`config.mk`:
```
export PLATFORM = sky130hd
export DESIGN_NAME = cgq_sequencer
export DESIGN_NICKNAME = d
export VERILOG_FILES = /design/src/rtl/cgq_pkg.sv /design/src/rtl/cgq_trigger.sv /design/src/rtl/cgq_store.sv /design/src/rtl/cgq_rulecheck.sv /design/src/rtl/cgq_sequencer.sv
export SDC_FILE = /design/constraint.sdc
export NUM_CORES = 2
export LEC_CHECK = 0
export BUFFER_PORTS_ARGS = -buffer_cell sky130_fd_sc_hd__buf_2
export CORE_MARGIN = 10
export CORE_UTILIZATION = 60
export DETAILED_ROUTE_END_ITERATION = 10
export GPL_TIMING_DRIVEN = 1
export PLACE_DENSITY = 0.74
export SYNTH_ARGS = -nofsm -noshare
export SYNTH_HDL_FRONTEND = slang
export SYNTH_SLANG_ARGS = --single-unit
export TNS_END_PERCENT = 100
```
`constraint.sdc`:
```
create_clock -name clk -period 3.6 [get_ports clk]
set_clock_uncertainty 0.05 [all_clocks]
set_input_delay 0.72 -clock clk [delete_from_list [all_inputs] [get_ports clk]]
set_output_delay 0.72 -clock clk [all_outputs]
set_load 0.02 [all_outputs]
```
`src/rtl/cgq_pkg.sv`:
```
package cgq_pkg;

    localparam int ADDR_W = 8;
    localparam int CH_W   = 4;
    localparam int GAIN_W = 4;
    localparam int ENTRY_W = CH_W + GAIN_W;

    localparam logic [2:0] OFF_SWSTART = 3'd0;
    localparam logic [2:0] OFF_CTRL    = 3'd2;
    localparam logic [2:0] OFF_ARM     = 3'd4;
    localparam logic [2:0] OFF_QPTR    = 3'd6;
    localparam logic [2:0] OFF_QDATA   = 3'd7;

    typedef enum logic [1:0] {
        PACE_SW_A  = 2'b00,
        PACE_SW_B  = 2'b01,
        PACE_EXT   = 2'b10,
        PACE_TIMER = 2'b11
    } pace_sel_e;

    typedef struct packed {
        logic [GAIN_W-1:0] gain;
        logic [CH_W-1:0]   chan;
    } cg_entry_t;

    typedef struct packed {
        logic       we;
        logic [2:0] off;
        logic [7:0] data;
    } host_wr_t;

    function automatic logic parity_matches(input cg_entry_t e, input logic [ADDR_W-1:0] idx);
        return e.chan[0] == idx[0];
    endfunction

    function automatic logic count_is_odd(input logic [ADDR_W-1:0] last_idx);
        return last_idx[0] == 1'b0;
    endfunction

endpackage

```
`src/rtl/cgq_trigger.sv`:
```
module cgq_trigger
    import cgq_pkg::*;
#(
    parameter int SYNC_N = 2
) (
    input  logic      clk,
    input  logic      rst,
    input  pace_sel_e sel,
    input  logic      sw_start,
    input  logic      ext_pin,
    input  logic      tick,
    output logic      trig
);
    logic [SYNC_N-1:0] sync_q;
    logic              prev_q;
    logic              ext_edge;

    always_ff @(posedge clk) begin
        if (rst) begin
            sync_q <= '0;
            prev_q <= 1'b0;
        end else begin
            sync_q <= {sync_q[SYNC_N-2:0], ext_pin};
            prev_q <= sync_q[SYNC_N-1];
        end
    end

    assign ext_edge = sync_q[SYNC_N-1] & ~prev_q;

    always_comb begin
        unique case (sel)
            PACE_SW_A, PACE_SW_B: trig = sw_start;
            PACE_EXT:             trig = ext_edge;
            PACE_TIMER:           trig = tick;
            default:              trig = 1'b0;
        endcase
    end
endmodule

```
`src/rtl/cgq_store.sv`:
```
module cgq_store
    import cgq_pkg::*;
#(
    parameter int AW = ADDR_W
) (
    input  logic          clk,
    input  logic          rst,
    input  logic          clr_ptr,
    input  logic          load_ptr,
    input  logic [AW-1:0] load_val,
    input  logic          wr_en,
    input  cg_entry_t     wr_data,
    input  logic          adv,
    input  logic [AW-1:0] last_idx,
    output logic [AW-1:0] ptr,
    output cg_entry_t     cur_entry,
    input  logic [AW-1:0] chk_idx,
    output cg_entry_t     chk_entry
);
    localparam int DEPTH = 1 << AW;

    cg_entry_t mem [DEPTH];

    always_ff @(posedge clk) begin
        if (wr_en) mem[ptr] <= wr_data;
    end

    always_ff @(posedge clk) begin
        if (rst)           ptr <= '0;
        else if (clr_ptr)  ptr <= '0;
        else if (load_ptr) ptr <= load_val;
        else if (wr_en)    ptr <= ptr + 1'b1;
        else if (adv)      ptr <= (ptr == last_idx) ? '0 : ptr + 1'b1;
    end

    assign cur_entry = mem[ptr];
    assign chk_entry = mem[chk_idx];
endmodule

```
`src/rtl/cgq_rulecheck.sv`:
```
module cgq_rulecheck
    import cgq_pkg::*;
#(
    parameter int AW = ADDR_W
) (
    input  logic          clk,
    input  logic          rst,
    input  logic          arm,
    input  logic [AW-1:0] last_idx,
    input  cg_entry_t     chk_entry,
    output logic [AW-1:0] chk_idx,
    output logic          checking,
    output logic          err
);
    logic bad_now;

    always_comb begin
        bad_now = 1'b0;
        if (last_idx != '0) begin
            bad_now = count_is_odd(last_idx) || !parity_matches(chk_entry, chk_idx);
        end
    end

    always_ff @(posedge clk) begin
        if (rst) begin
            chk_idx  <= '0;
            checking <= 1'b0;
            err      <= 1'b0;
        end else if (arm) begin
            chk_idx  <= '0;
            checking <= 1'b1;
            err      <= 1'b0;
        end else if (checking) begin
            if (bad_now) err <= 1'b1;
            if (chk_idx == last_idx) checking <= 1'b0;
            else                     chk_idx  <= chk_idx + 1'b1;
        end
    end
endmodule

```
`src/rtl/cgq_sequencer.sv`:
```
module cgq_sequencer
    import cgq_pkg::*;
(
    input  logic              clk,
    input  logic              rst,
    input  logic              host_we,
    input  logic [2:0]        host_off,
    input  logic [7:0]        host_wdata,
    input  logic              ext_pacer,
    input  logic              timer_tick,
    input  logic              conv_busy,
    output logic              conv_start,
    output logic [CH_W-1:0]   chan,
    output logic [GAIN_W-1:0] gain,
    output logic              rule_err,
    output logic              overrun
);
    host_wr_t          hw;
    pace_sel_e         sel_q;
    logic [ADDR_W-1:0] last_q;
    logic [ADDR_W-1:0] ptr;
    logic [ADDR_W-1:0] chk_idx;
    cg_entry_t         cur_entry;
    cg_entry_t         chk_entry;
    logic              trig, accept, arm, ptr_wr, data_wr, host_ptr_op, chk_busy;

    assign hw          = '{we: host_we, off: host_off, data: host_wdata};
    assign arm         = hw.we && hw.off == OFF_ARM;
    assign ptr_wr      = hw.we && hw.off == OFF_QPTR;
    assign data_wr     = hw.we && hw.off == OFF_QDATA;
    assign host_ptr_op = arm || ptr_wr || data_wr;
    assign accept      = trig && !conv_busy;

    always_ff @(posedge clk) begin
        if (rst) begin
            sel_q  <= PACE_SW_A;
            last_q <= '0;
        end else begin
            if (hw.we && hw.off == OFF_CTRL) sel_q <= pace_sel_e'(hw.data[1:0]);
            if (arm) last_q <= hw.data[ADDR_W-1:0];
        end
    end

    cgq_trigger #(.SYNC_N(2)) u_trig (
        .clk      (clk),
        .rst      (rst),
        .sel      (sel_q),
        .sw_start (hw.we && hw.off == OFF_SWSTART),
        .ext_pin  (ext_pacer),
        .tick     (timer_tick),
        .trig     (trig)
    );

    cgq_store #(.AW(ADDR_W)) u_store (
        .clk       (clk),
        .rst       (rst),
        .clr_ptr   (arm),
        .load_ptr  (ptr_wr),
        .load_val  (hw.data[ADDR_W-1:0]),
        .wr_en     (data_wr),
        .wr_data   (cg_entry_t'(hw.data)),
        .adv       (accept),
        .last_idx  (last_q),
        .ptr       (ptr),
        .cur_entry (cur_entry),
        .chk_idx   (chk_idx),
        .chk_entry (chk_entry)
    );

    cgq_rulecheck #(.AW(ADDR_W)) u_rule (
        .clk       (clk),
        .rst       (rst),
        .arm       (arm),
        .last_idx  (last_q),
        .chk_entry (chk_entry),
        .chk_idx   (chk_idx),
        .checking  (chk_busy),
        .err       (rule_err)
    );

    always_ff @(posedge clk) begin
        if (rst) begin
            conv_start <= 1'b0;
            chan       <= '0;
            gain       <= '0;
            overrun    <= 1'b0;
        end else begin
            conv_start <= accept;
            if (accept) begin
                chan <= cur_entry.chan;
                gain <= cur_entry.gain;
            end
            if (arm)                       overrun <= 1'b0;
            else if (trig && conv_busy)    overrun <= 1'b1;
        end
    end
endmodule

```
== Yosys cells after proc, flatten, opt, wreduce, memory -nomap -nowiden ==
Memories as Yosys holds them, arrays and structs flattened. A register that Yosys moved wholly into a read port is not among the register bits.
Index checks and enable logic that the tools add are counted.

* Memories: 1
* Bits of input ports: 17
* Logic and storage cells: 58
* Output and inout port bits: 11
* RAM bits: 2048
* Register bits: 33

* Equal/unequal tests: 10
* Multiplexer cells: 13
* Reduce and logical (&&, ||, !) cells: 18
* Add/sub/neg operators: 2
* Bitwise operators: 4

{| class="wikitable"
|+ Memories
! memory !! words !! width !! rd ports !! clocked after memory_dff !! wr ports !! RTL line !! text
|-
| u_store.mem || 256 || 8 || 2 || 2 || 1 || cgq_store.sv:22 || <nowiki>cg_entry_t mem [DEPTH];</nowiki>
|}

{| class="wikitable"
|+ Operators by type and width
! operator !! count
|-
| 8-bit two-way mux || 6
|-
| 8-bit by 1-bit adder with 8-bit output (second input constant) || 2
|-
| 8-bit == test || 2
|-
| 3-bit == test (second input constant) || 3
|-
| 8-bit nonzero test || 1
|-
| 1-bit logical AND || 7
|-
| 1-bit two-way mux || 6
|-
| 2-bit == test (second input constant) || 2
|-
| 2-bit AND reduction || 2
|-
| 2-bit OR reduction || 2
|-
| 3-bit by 2-bit == test with 1-bit output (second input constant) || 1
|-
| 3-bit zero test || 1
|-
| 1-bit inverter || 3
|-
| 1-bit one-hot mux with 3 select lines || 1
|-
| 3-bit nonzero test || 1
|-
| 2-bit by 1-bit == test with 1-bit output (second input constant) || 1
|-
| 1-bit zero test || 2
|-
| 2-bit zero test || 1
|-
| 1-bit AND || 1
|-
| 1-bit == test || 1
|-
| 1-bit logical OR || 1
|}

== Logic depth before layout (Yosys ltp) ==
* Depth after elaboration: 7
* Depth in mapped cells: 12

== Hierarchy ==
Synthesis repeated with hierarchy kept, for this count alone.

* Cells, all modules: 5343
* Area, all modules: 97832.6 sq um

{| class="wikitable"
|+ Modules (own cells, without submodules)
! module !! cells an instance !! area each (sq um) !! instances
|-
| cgq_store || 5184 || 96422.5 || 1
|-
| cgq_sequencer || 80 || 738.2 || 1
|-
| cgq_rulecheck || 69 || 570.5 || 1
|-
| cgq_trigger || 10 || 101.3 || 1
|}

== Worst setup path after synthesis ==
OpenSTA, ideal clock, no wires.

* Kind: flip-flop to flip-flop
* From: register u_store.ptr[1]
* To: register chan[3] (read register of u_store.mem)
* Stages on the path, launching flop included: 11
* Data arrival time: 2.781 ns
* Data required time: 3.423 ns
* Path buffers: 4
* Slack: 0.642 ns
* Cell sequence: dfxtp_1 buf_2 buf_2 buf_1 clkbuf_1 mux4_2 mux4_2 a32oi_1 nand3_1 nor4_1 a21oi_1

{| class="wikitable"
|+ RTL lines
! element !! RTL line !! text
|-
| from (decl) || cgq_store.sv:15 || <nowiki>output logic [AW-1:0] ptr,</nowiki>
|-
| from (signal assigned) || cgq_store.sv:31 || <nowiki>else if (load_ptr) ptr <= load_val;</nowiki>
|-
| from (signal assigned) || cgq_store.sv:32 || <nowiki>else if (wr_en) ptr <= ptr + 1'b1;</nowiki>
|-
| from (signal assigned) || cgq_store.sv:33 || <nowiki>else if (adv) ptr <= (ptr == last_idx) ? '0 : ptr + 1'b1;</nowiki>
|-
| to (decl) || cgq_sequencer.sv:13 || <nowiki>output logic [CH_W-1:0] chan,</nowiki>
|}

==> impl_metrics.csv <==
group,metric,value,unit
timing,worst_slew_pin_slew,1.19,ns
min_path,hp-class,"in -> reg",
place,portBuffers,27,
power,p_int,39900,uW
layout,final_layout_size_suffix_gt1_frac,0.348,
run_status,outcome,"finished with violations",
cts,numCtsBuffers,197,
worst_setup_path,critPathCaptureType,"flip-flop",
power,netSwitchingFraction,0.207,
global_routing,antenna_found_initial,8,
layout,layout_common_cells,"edfxtp_1, mux4_2, buf_4",
layout,syn_to_final_growth,14.6,%
synth,syn_inst,3757,
synth,ys_seq_area_frac,0.750,
timing,hold_ws,0.0636,ns
die,die-area,154000,sq um
synth,syn_nets,3779,
worst_setup_path,start_kind,"flip-flop",
layout,layout_commonest_cell,"edfxtp_1",
power,seq_power_share,0.533,
die,die_w,393,um
worst_setup_path,reg2reg_to,"gain[2]$_SDFFE_PP0P_",
routing,num_vias,42800,
global_routing,grt_pass1_wl,306000,um
worst_setup_path,worstSetupPathType,"reg -> reg",
global_routing,grt_pass1_vias,42500,
timing,finalHoldViolations,0,
routing,wl_per_cell,34.0,um
synth,syn_area,83300,sq um
worst_setup_path,rrSetupSlack,0.02,ns
place,dp_hpwl,130000,um
timing,setup_violations,0,
worst_setup_path,crit_required,4.28,ns
worst_setup_path,rr_worst_depth,8,
layout,fillers,7906,
synth,yosys_most_used_dff,"edfxtp_1",
cts,clockBufferDepth,3,
cts,clk_latency,0.86,ns
power,p_sw,10400,uW
synth,postSynthAreaPerCell,22.2,sq um
synth,synth-seq-cells,2097,
die,core.rowCount,136,
min_path,holdCritStartpoint,"ext_pacer",
cts,tritoncts,"done",
routing,viasPerCell,6.93,
power,ir_drop,0.516,mV
layout,final_net_count,4243,
power,clkPwrFrac,0.422,
timing,min_period,3.58,ns
worst_setup_path,path_max_fanout,43,
min_path,whs_endpoint,"u_trig.sync_q[0]$_SDFF_PP0_",
synth,synthArstFlopShare,0,
worst_setup_path,crit-reg2reg-launch,"u_store.ptr[1]$_SDFFE_PP0P_",
cts,path_clk_slew,0.07,ns
global_routing,grt_util_all_layers,0.277,
worst_setup_path,arrival,4.26,ns
routing,ant_nets,0,
timing,max_freq,279,MHz
power,p_leak,0.0296,uW
timing,fin_setup_tns,0,ns
synth,synth_edf_count,2048,
timing,slew_violations,0,
routing,dr.pass1.iters,11,
power,total_power,50300,uW
power,combPwrFrac,0.045,
routing,drc_errors,2,
die,die_h,393,um
synth,ys_types,56,
timing,min_period_over_period,0.995,
timing,relSlewSlack,0.209,
worst_setup_path,startpoint,"u_store.ptr[1]$_SDFFE_PP0P_",
global_routing,grt_max_degree,122,
routing,drt_iter0_drc,6587,
die,core_area,138000,sq um
cts,htreeDepth,4,
place,gp_congestion,0.913,
synth,yosys_warnings,0,
run,maxCapViolations,0,
cts,cts_root_buf,"clkbuf_16",
die,io_pins,28,
power,p_per_area,526,nW/um^2
cts,cts_sinks,2097,
routing,wl,210000,um
die,start_util,0.605,
global_routing,gr-total-overflow,0,
min_path,hold_depth,2,
timing,rsz0062_at_grt,"no",
run_status,violations,"design-rule violations",
==> worst max path at each step <==
| stage | to | slack [ns] | cells after the start |
|---|---|---|---|
| 2_1_floorplan | chan[3]$_SDFFE_PP0P_ | 0.64 | 10 |
| 3_3_place_gp | chan[1]$_SDFFE_PP0P_ | -0.09 | 10 |
| 3_5_place_dp | chan[1]$_SDFFE_PP0P_ | -0.1 | 10 |
| 4_1_cts | gain[3]$_SDFFE_PP0P_ | 0.02 | 9 |
| 5_1_grt | gain[2]$_SDFFE_PP0P_ | 0.09 | 8 |
| 6_report | gain[2]$_SDFFE_PP0P_ | 0.02 | 8 |
==> layer usage <==
metal / up-vias / share of wire / GRT usage
met3: 446 / 0.12 / 0.0694
met2: 3048 / 0.47 / 0.427
li1: 16800 / - / -
met5: - / 0.00060 / 0.00125
met1: 22500 / 0.37 / 0.395
met4: 10 / 0.036 / 0.0923
==> cell families (layout without fill, tap and decap cells) <==
| group | Yosys count | after routing | share of synthesized area |
|---|---|---|---|
| other | 0 | 2 | 0 |
| xor gates and xnor gates | 26 | 26 | 0.00273 |
| DFF | 2097 | 2097 | 0.750 |
| adders and majority gates | 5 | 5 | 0.000751 |
| muxes | 736 | 736 | 0.195 |
| AOI/OAI and AO/OA | 128 | 128 | 0.0104 |
| and+or+nand+nor | 517 | 517 | 0.0266 |
| buffers and inverters | 248 | 880 | 0.0147 |
==> synth_stat cells, drive strengths merged (17+ instances only) <==
cell / count / area share
nor2: 309 / 0.014
o21ai: 22 / 0.0013
edfxtp: 2048 / 0.74
mux2i: 25 / 0.0030
nand2: 66 / 0.0030
clkbuf: 124 / 0.0056
mux4: 710 / 0.19
dfxtp: 49 / 0.012
buf: 111 / 0.0085
nand3: 57 / 0.0034
a22oi: 19 / 0.0017
nor2b: 17 / 0.0013
a21oi: 26 / 0.0016
==> registers in the layout, summed over array words and instances, names as in the netlist, named ones only <==
signal           cells
overrun              1
sel_q                2
conv_start           1
u_trig.prev_q        1
chan                 4
u_trig.sync_q        2
u_rule.checking      1
u_store.ptr          8
u_rule.chk_idx       8
last_q               8
u_rule.err           1
gain                 4
u_store.mem       2048
==> metrics by stage <==
stage / worst slack, ns / instance area (sq um) / instances / utilization
floorplan: 0.642 / 83300 / 3757 / -
finish: 0.0170 / 95500 / 6185 / 0.694
global placement: -0.0875 / 88800 / 5813 / 0.645
detailed placement: -0.0965 / 88800 / 5813 / 0.645
CTS: 0.0231 / 95500 / 6180 / 0.694
global route: 0.0868 / 95500 / 6183 / 0.694
==> area by class of cell <==
cell class,instances,area (sq um),area share
multi-input cells,1412,19700,0.206
inverters,13,48.8,0.000511
flip-flops and latches,2097,62500,0.654
well taps,1794,2240,0.0235
clock buffers,239,5140,0.0538
diodes,2,5.00,0.0000524
clock inverters,128,1500,0.0157
repair buffers,500,4380,0.0458
==> critical path, cell delays in order (launching register included) <==
cell and delay (ns):
dfxtp_4 0.68, buf_12 0.33, buf_4 0.30, mux4_2 0.39, mux4_2 0.53, a22oi_1 0.62
o22ai_1 0.26, nor2_1 0.14, a21oi_1 0.09
==> power by group through the flow <==
stage / Combinational (uW) / Clock, uW / Sequential (uW)
3_5_place_dp: 2210 / 0 / 27300
5_1_grt: 2360 / 22400 / 26800
4_1_cts: 2230 / 21400 / 26800
3_3_place_gp: 2170 / 0 / 27300
6_report: 2240 / 21200 / 26800
2_1_floorplan: 1250 / 0 / 27300
==> what timing repair did <==
item                                    CTS  global route
hold buffers                              0             0
cloned                                    0             0
resized for setup                         4             0
endpoints found under the setup margin    3             3
buffers inserted                          0             3
pin swaps                                 0             0
No activity file was read; power rests on OpenSTA's default activity.
